--- config.mk ---
export PLATFORM = sky130hd
export DESIGN_NAME = lc_loop_unit
export DESIGN_NICKNAME = d
export VERILOG_FILES = /design/src/rtl/lc_pkg.sv /design/src/rtl/lc_count_reg.sv /design/src/rtl/lc_zero_det.sv /design/src/rtl/lc_next_mux.sv /design/src/rtl/lc_loop_unit.sv
export SDC_FILE = /design/constraint.sdc
export NUM_CORES = 1
export LEC_CHECK = 0
export ABC_AREA = 1
export BUFFER_PORTS_ARGS = -buffer_cell sky130_fd_sc_hd__buf_2
export CORE_MARGIN = 4
export CORE_UTILIZATION = 50
export DETAILED_ROUTE_END_ITERATION = 6
export PLACE_DENSITY = 0.83
export SYNTH_ARGS = -nofsm -noshare
export SYNTH_HDL_FRONTEND = slang
export SYNTH_SLANG_ARGS = --single-unit
--- constraint.sdc ---
create_clock -name clk -period 6.48 [get_ports clk]
set_input_delay 1.944 -clock clk [delete_from_list [all_inputs] [get_ports clk]]
set_output_delay 1.944 -clock clk [all_outputs]
set_load 0.005 [all_outputs]
--- src/rtl/lc_pkg.sv ---
package lc_pkg;
  typedef enum logic [1:0] {
    OP_HOLD  = 2'b00,
    OP_LOAD  = 2'b01,
    OP_DEC   = 2'b10,
    OP_HOLD2 = 2'b11
  } cnt_op_e;

  typedef enum logic [1:0] {
    SEL_CONT  = 2'b00,
    SEL_JUMP  = 2'b01,
    SEL_SAVED = 2'b10,
    SEL_LOOP  = 2'b11
  } nxt_sel_e;
endpackage

--- src/rtl/lc_count_reg.sv ---
module lc_count_reg
  import lc_pkg::*;
#(
  parameter int W = 12
) (
  input  logic         clk,
  input  logic         rst,
  input  cnt_op_e      op,
  input  logic [W-1:0] load_val,
  output logic [W-1:0] q,
  output logic         is_zero
);
  localparam logic [W-1:0] ZERO = '0;

  function automatic logic [W-1:0] sat_dec(input logic [W-1:0] v);
    return (v == ZERO) ? ZERO : v - 1'b1;
  endfunction

  logic [W-1:0] q_nxt;
  logic         dec_evt;

  assign dec_evt = (op == OP_DEC);

  always_comb begin
    unique case (op)
      OP_LOAD: q_nxt = load_val;
      OP_DEC:  q_nxt = sat_dec(q);
      default: q_nxt = q;
    endcase
  end

  always_ff @(posedge clk) begin
    if (rst) q <= ZERO;
    else     q <= q_nxt;
  end

  lc_zero_det #(.W(W)) u_zd (.val(q), .zero(is_zero));

  AST_RESET_CLEAR: assert property (@(posedge clk) rst |=> (q == ZERO));
  AST_LOAD_TAKES: assert property (@(posedge clk) disable iff (rst)
    (op == OP_LOAD) |=> (q == $past(load_val)));
  AST_HOLD_STABLE: assert property (@(posedge clk) disable iff (rst)
    (op == OP_HOLD || op == OP_HOLD2) |=> $stable(q));
  AST_DEC_BY_ONE: assert property (@(posedge clk) disable iff (rst)
    (dec_evt && !is_zero) |=> (q == $past(q) - 1'b1));
  AST_NO_WRAP: assert property (@(posedge clk) disable iff (rst)
    (dec_evt && is_zero) |=> is_zero);
endmodule

--- src/rtl/lc_zero_det.sv ---
module lc_zero_det #(
  parameter int W = 12
) (
  input  logic [W-1:0] val,
  output logic         zero
);
  assign zero = ~|val;
endmodule

--- src/rtl/lc_next_mux.sv ---
module lc_next_mux
  import lc_pkg::*;
#(
  parameter int W = 12
) (
  input  nxt_sel_e     sel,
  input  logic [W-1:0] pc,
  input  logic [W-1:0] jump_tgt,
  input  logic [W-1:0] saved,
  input  logic         cnt_done,
  output logic [W-1:0] nxt
);
  function automatic logic [W-1:0] incr(input logic [W-1:0] a);
    return a + 1'b1;
  endfunction

  logic [W-1:0] pc_inc;
  logic         loop_taken;

  assign pc_inc     = incr(pc);
  assign loop_taken = (sel == SEL_LOOP) && !cnt_done;

  always_comb begin
    unique case (sel)
      SEL_JUMP:  nxt = jump_tgt;
      SEL_SAVED: nxt = saved;
      SEL_LOOP:  nxt = loop_taken ? jump_tgt : pc_inc;
      default:   nxt = pc_inc;
    endcase
  end

  always_comb begin
    if (sel == SEL_LOOP && cnt_done)
      AST_LOOP_FALLS: assert (nxt == pc + 1'b1);
    if (sel == SEL_SAVED)
      AST_SAVED_PATH: assert (nxt == saved);
  end
endmodule

--- src/rtl/lc_loop_unit.sv ---
module lc_loop_unit
  import lc_pkg::*;
#(
  parameter int W = 12
) (
  input  logic         clk,
  input  logic         rst,
  input  logic [W-1:0] bus_d,
  input  logic [1:0]   cnt_op,
  input  logic [W-1:0] pc_cur,
  input  logic [1:0]   nxt_sel,
  output logic [W-1:0] cnt_q,
  output logic         cnt_zero,
  output logic [W-1:0] nxt_addr
);
  cnt_op_e  op_e;
  nxt_sel_e sel_e;

  assign op_e  = cnt_op_e'(cnt_op);
  assign sel_e = nxt_sel_e'(nxt_sel);

  lc_count_reg #(.W(W)) u_cnt (
    .clk(clk), .rst(rst), .op(op_e), .load_val(bus_d),
    .q(cnt_q), .is_zero(cnt_zero)
  );

  lc_next_mux #(.W(W)) u_mux (
    .sel(sel_e), .pc(pc_cur), .jump_tgt(bus_d), .saved(cnt_q),
    .cnt_done(cnt_zero), .nxt(nxt_addr)
  );

  AST_LOOP_BRANCH: assert property (@(posedge clk) disable iff (rst)
    (nxt_sel == 2'b11 && cnt_q != '0) |-> (nxt_addr == bus_d));
  AST_ZERO_FLAG: assert property (@(posedge clk) disable iff (rst)
    cnt_zero |-> (cnt_q == '0));
endmodule

Word level (Yosys, flattened, before mapping)

Index checks and enable logic that the tools add are counted.

Memories: 0
Bits in latches: 0
Register bits: 12
Bits in writable memories: 0
Bits in read-only memories: 0
Input bits: 30
Output and inout bits: 25
Word-level logic and storage cells: 17

Add/subtract/negate cells: 2
Reductions and logical operators: 5
Multiply operators: 0
Multiplexer cells: 4
Div/mod/pow operators: 0
Bitwise operators: 0
Magnitude comparators: 0
Equality and inequality tests: 5
Shift-type cells: 0

Operators by type and width:

| operator                                                              | count |
|---|---|
| 12-bit one-hot mux with 3 select lines                                | 1 |
| 12-bit two-way mux                                                    | 2 |
| 12-bit one-hot mux with 2 select lines                                | 1 |
| 12-bit by 1-bit adder with 12-bit output (second input constant)      | 1 |
| 12-bit zero test                                                      | 1 |
| 12-bit OR reduction                                                   | 1 |
| 12-bit by 1-bit subtractor with 12-bit output (second input constant) | 1 |
| 2-bit == test (second input constant)                                 | 3 |
| 2-bit by 1-bit == test with 1-bit output (second input constant)      | 2 |
| 2-bit nonzero test                                                    | 1 |
| 1-bit logical AND                                                     | 1 |
| 1-bit zero test                                                       | 1 |

Depth between registers and ports, before layout

Depth after elaboration: 4
Mapped depth: 10
Depth with buffers taken out: 10

By module

A second synthesis with hierarchy kept.

Cell total of the unflattened synthesis: 268
Area, all modules: 1,510.2 µm²

By module, submodules not included:

| module       | cells each | times used | area an instance (µm²) | sequential area each (µm²) |
|---|---|---|---|---|
| lc_count_reg | 123        | 1          | 873.3                  | 240.2 |
| lc_next_mux  | 126        | 1          | 563.0                  | 0.0 |
| lc_zero_det  | 19         | 1          | 73.8                   | 0.0 |

Worst setup path before layout

No wires, ideal clock.

Kind: input to output
Start point: in pc_cur[0]
End point: out nxt_addr[8]
Data arrival time: 2,848 ps
Path slack: 1,688 ps
Required time: 4,536 ps
Path buffers: 0
Stages: 8
Path through: ha_1 -> nand2_1 -> nor2_1 -> nand3_1 -> nor2_1 -> xor2_1 -> nand2_1 -> nand2_1

Cells in the longest elaborated chain, start to end: 3

Ends and longest elaborated chain:

| element                                    | RTL line           | source |
|---|---|---|
| from (decl)                                | lc_loop_unit.sv:10 | `input logic [W-1:0] pc_cur,` |
| 12-bit by 1-bit adder with 12-bit output * | lc_next_mux.sv:14  | `return a + 1'b1;` |
| 12-bit two-way mux                         | lc_next_mux.sv:27  | `SEL_LOOP: nxt = loop_taken ? jump_tgt : pc_inc;` |
| 12-bit one-hot mux with 3 select lines *   | lc_next_mux.sv:24  | `unique case (sel)` |
| to (decl)                                  | lc_loop_unit.sv:14 | `output logic [W-1:0] nxt_addr` |

Every way passes the cells marked *; elsewhere a longest branch is shown, timed or not.

Worst setup path after layout

Same ends and word-level chain as after synthesis.

==> summary.md <==
| Metric | Value |
|---|---|
| Synth unique cells | 33 |
| Vias in the first global route | 1620 |
| # resized after CTS | 0 |
| PwrDens | 162.1 nW/um^2 |
| CTS Buffer Depth | 2 |
| # Post-CTS Setup Buffers | 0 |
| Area Growth Syn to Fin | 20.44% |
| CP arrival | 3.18 ns |
| Fin Setup TNS | 0 ns |
| Final Cycle Share | 79.05% |
| Initial detailed-routing violation count | 130 |
| CP cell instances | buf_2, ha_1, nand2_1, nor2_1, nand3_1, nor2_1, xor2_1, nand2_1, nand2_1, buf_2 |
| Routed vias/inst | 5.148 |
| Share of cells above drive strength 1 | 26.22% |
| Net count after synthesis | 310 |
| Hold Crit Start | u_cnt.q[1] |
| Top-Level Pins | 55 |
| # clock sinks | 12 |
| Worst Hold End | u_cnt.q[1] |
| Synthesized area per cell | 5.812 sq um |
| Sequential fraction of the synthesis area | 14.98% |
| CTS Root Cell | clkbuf_4 |
| Run status | finished clean |
| Worst-path clk slew | 0.08 ns |
| Total die area | 4178 sq um |
| Max Cap Viol | 0 |
| Antenna viol nets, final | 0 |
| Number of port buffers | 54 |
| Worst Hold Depth | 2 |
| Reg with most FFs | u_cnt.q |
| CP peak stage delay | 0.22 ns |
| Core Footprint | 3053 sq um |
| NumNets Final | 363 |
| Final setup viols | 0 |
| Ys Warns | 0 |
| Worst hold-check path type | reg2reg |
| DP Area | 1896 sq um |
| Worst Skew | 0.001386 ns |
| Fmax achieved | 0.1952 GHz |
| Max VDD drop | 0.1252 mV |
| CP dominant cell by count | nand2_1 |
| Ant diodes | 0 |
| Tmin final | 5.123 ns |
| Design Area, Final | 1932 sq um |
| GR peak layer | met2 |
| Final Hold Fails | 0 |
| GRT met2 Usage | 33.63% |
| Finished Layout Cells | 372 |
| Die width | 64.64 um |
| Met3 Use GR | 4.159% |
| Met1 GRT Util | 28.08% |
| Worst r2r src | u_cnt.q[0] |
| Reg2reg setup slack | 4.88 ns |
| Max reg flops | 12 |
| Unrepaired setup endpoints after global routing | no |
| Syn Inst Count | 276 |
| Worst Setup End Kind | primary output |
| Detailed-placement wirelength estimate | 3556 um |
| Gr ovfl total | 0 |
| Routability cong. | 0.8613 |
| Actual slew at the worst max-slew pin | 0.4186 ns |
| Worst-skew pair later-pin latency | 0.28 ns |
| Regs by FF count | u_cnt.q (12) |
| H-tree depth | 1 |
| Startpoint types | input pin |
| Post-CTS Hold Fix Bufs | 0 |
| Crit Reg-Reg Endpoint | u_cnt.q[9] |
| Number of synthesized register bits | 12 |
| Pleak | 1.045 nW |
| Largest net degree at the start of global routing | 14 |
| Chip height | 64.64 um |
| Starting Density | 52.54% |
| Initial antenna violation count | 0 |
| TritonCTS clock tree | yes |
| DRC | 0 |
| Placed cell count | 368 |
| FP Rows | 20 |
| CTS Buf Count | 3 |
| Router iterations before antenna repair | 4 |
| Vias | 1915 |
| Worst slew margin | 72.07% |
| Total wire length | 4312 um |
| Global-route wire length before repair | 7134 um |
| Max-slew violations | 0 |
| Fill count | 308 |
| Post-Syn Area | 1604 sq um |
| CP Max Fanout | 4 |
| Total track usage | 20.85% |
| Routed len/inst | 11.59 um |
| Worst path required time | 4.54 ns |
| Crit Path Class | in2out |
| Cells on worst reg2reg path | 7 |
| Worst path slowest cell | nor2_1 |
[logic make-up after synthesis]
| logic type | after synthesis | share of synthesized area [%] |
|---|---|---|
| AOI/OAI and AO/OA | 53 | 19.58 |
| xor gates and xnor gates | 8 | 4.368 |
| adders and majority gates | 4 | 3.120 |
| buffers and inverters | 44 | 11.15 |
| DFF | 12 | 14.98 |
| and+or+nand+nor | 155 | 46.80 |
[area by class of cell]
class / count / area, sq um / area share [%]
Clock buffer: 4 / 36.28 / 1.878
Inverter: 38 / 145.1 / 7.513
Multi-Input combinational cell: 220 / 1185 / 61.33
Sequential cell: 12 / 240.2 / 12.44
Tap cell: 44 / 55.05 / 2.850
Timing Repair Buffer: 54 / 270.3 / 13.99
[stage by stage]
step	power (mW)	hold WS [ns]	setup WS, ns	util, %
3_3_place_gp	0.2506	0.5758	1.392	62.09
2_1_floorplan	0.2039	0.5515	1.688	-
5_1_grt	0.3392	0.6304	1.207	63.28
3_5_place_dp	0.2527	0.5814	1.353	62.09
6_report	0.3132	0.5945	1.357	63.28
4_1_cts	0.3138	0.5948	1.351	63.28
[cells in the mapped netlist]
master | count | area [sq um]
a211oi_1 | 1 | 7.510
a21boi_1 | 1 | 7.510
a21oi_1 | 28 | 140.1
a21oi_2 | 4 | 35.03
a21oi_4 | 2 | 32.53
buf_4 | 1 | 7.510
buf_6 | 1 | 11.26
clkbuf_1 | 4 | 15.01
dfxtp_1 | 12 | 240.2
ha_1 | 4 | 50.05
inv_1 | 35 | 131.4
inv_2 | 2 | 7.510
inv_4 | 1 | 6.260
nand2_1 | 83 | 311.6
nand2_2 | 3 | 18.77
nand2_4 | 4 | 45.04
nand3_1 | 24 | 120.1
nand3_2 | 5 | 50.05
nand3_4 | 1 | 17.52
nand3b_1 | 1 | 7.510
nand4_1 | 4 | 25.02
nor2_1 | 22 | 82.58
nor2_2 | 2 | 12.51
nor2_4 | 2 | 22.52
nor2_8 | 1 | 20.02
nor3_1 | 1 | 5.000
o21ai_0 | 14 | 70.07
o21bai_1 | 2 | 15.01
o22ai_1 | 1 | 6.260
or2_1 | 1 | 6.260
or2_2 | 1 | 6.260
xnor2_1 | 2 | 17.52
xor2_1 | 6 | 52.55
[worst max-delay path by stage]
stage                     depth (start not counted)  slack (ns)            to       from
after floorplan                                   8        1.69   nxt_addr[8]  pc_cur[0]
after CTS                                        10        1.35   nxt_addr[8]  pc_cur[0]
after global placement                           10        1.39   nxt_addr[8]  pc_cur[0]
after global routing                             11        1.21  nxt_addr[10]  pc_cur[0]
final                                            10        1.36   nxt_addr[8]  pc_cur[0]
after detailed placement                         10        1.35   nxt_addr[8]  pc_cur[0]
[report_power, final]
group | leakage (nW) | internal (mW) | switching (mW) | total, mW
logic | 0.924 | 0.0597 | 0.0964 | 0.156
clock network | 0.0210 | 0.0342 | 0.0274 | 0.0616
registers | 0.0997 | 0.0819 | 0.0136 | 0.0955
total | 1.04 | 0.176 | 0.137 | 0.313
[cell usage in the layout, fill, tap and decap left out]
master    instances
o22ai_1           1
nand4_1           4
or2_1             1
or2_2             1
xor2_1            6
ha_1              4
inv_1            35
buf_2            54
nor2_4            2
clkbuf_8          1
nor3_1            1
nand2_2           3
xnor2_1           2
nand3_2           5
inv_4             1
nor2_2            2
a21oi_4           2
nand2_4           4
o21bai_1          2
inv_2             2
o21ai_0          14
nand3_1          24
a21oi_1          28
clkbuf_4          3
nor2_8            1
nand2_1          83
a21boi_1          1
nor2_1           22
nand3_4           1
a21oi_2           4
nand3b_1          1
a211oi_1          1
dfxtp_1          12
[layer usage]
metal  vias to the layer above  share of wire (%)  wire length (um)
li1                       1004                  -                 -
met2                        66                 44              1914
met5                         -                  0                 0
met4                         0                1.9                80
met3                        10                7.6               327
met1                       835                 46              1990
[worst max-delay path, delay by kind of cell]
family,cells,cell delay [ns]
buffers and inverters,2,0.21
xor gates and xnor gates,1,0.16
and+or+nand+nor,6,0.69
adders and majority gates,1,0.17
(Power assumes the default switching activity.)
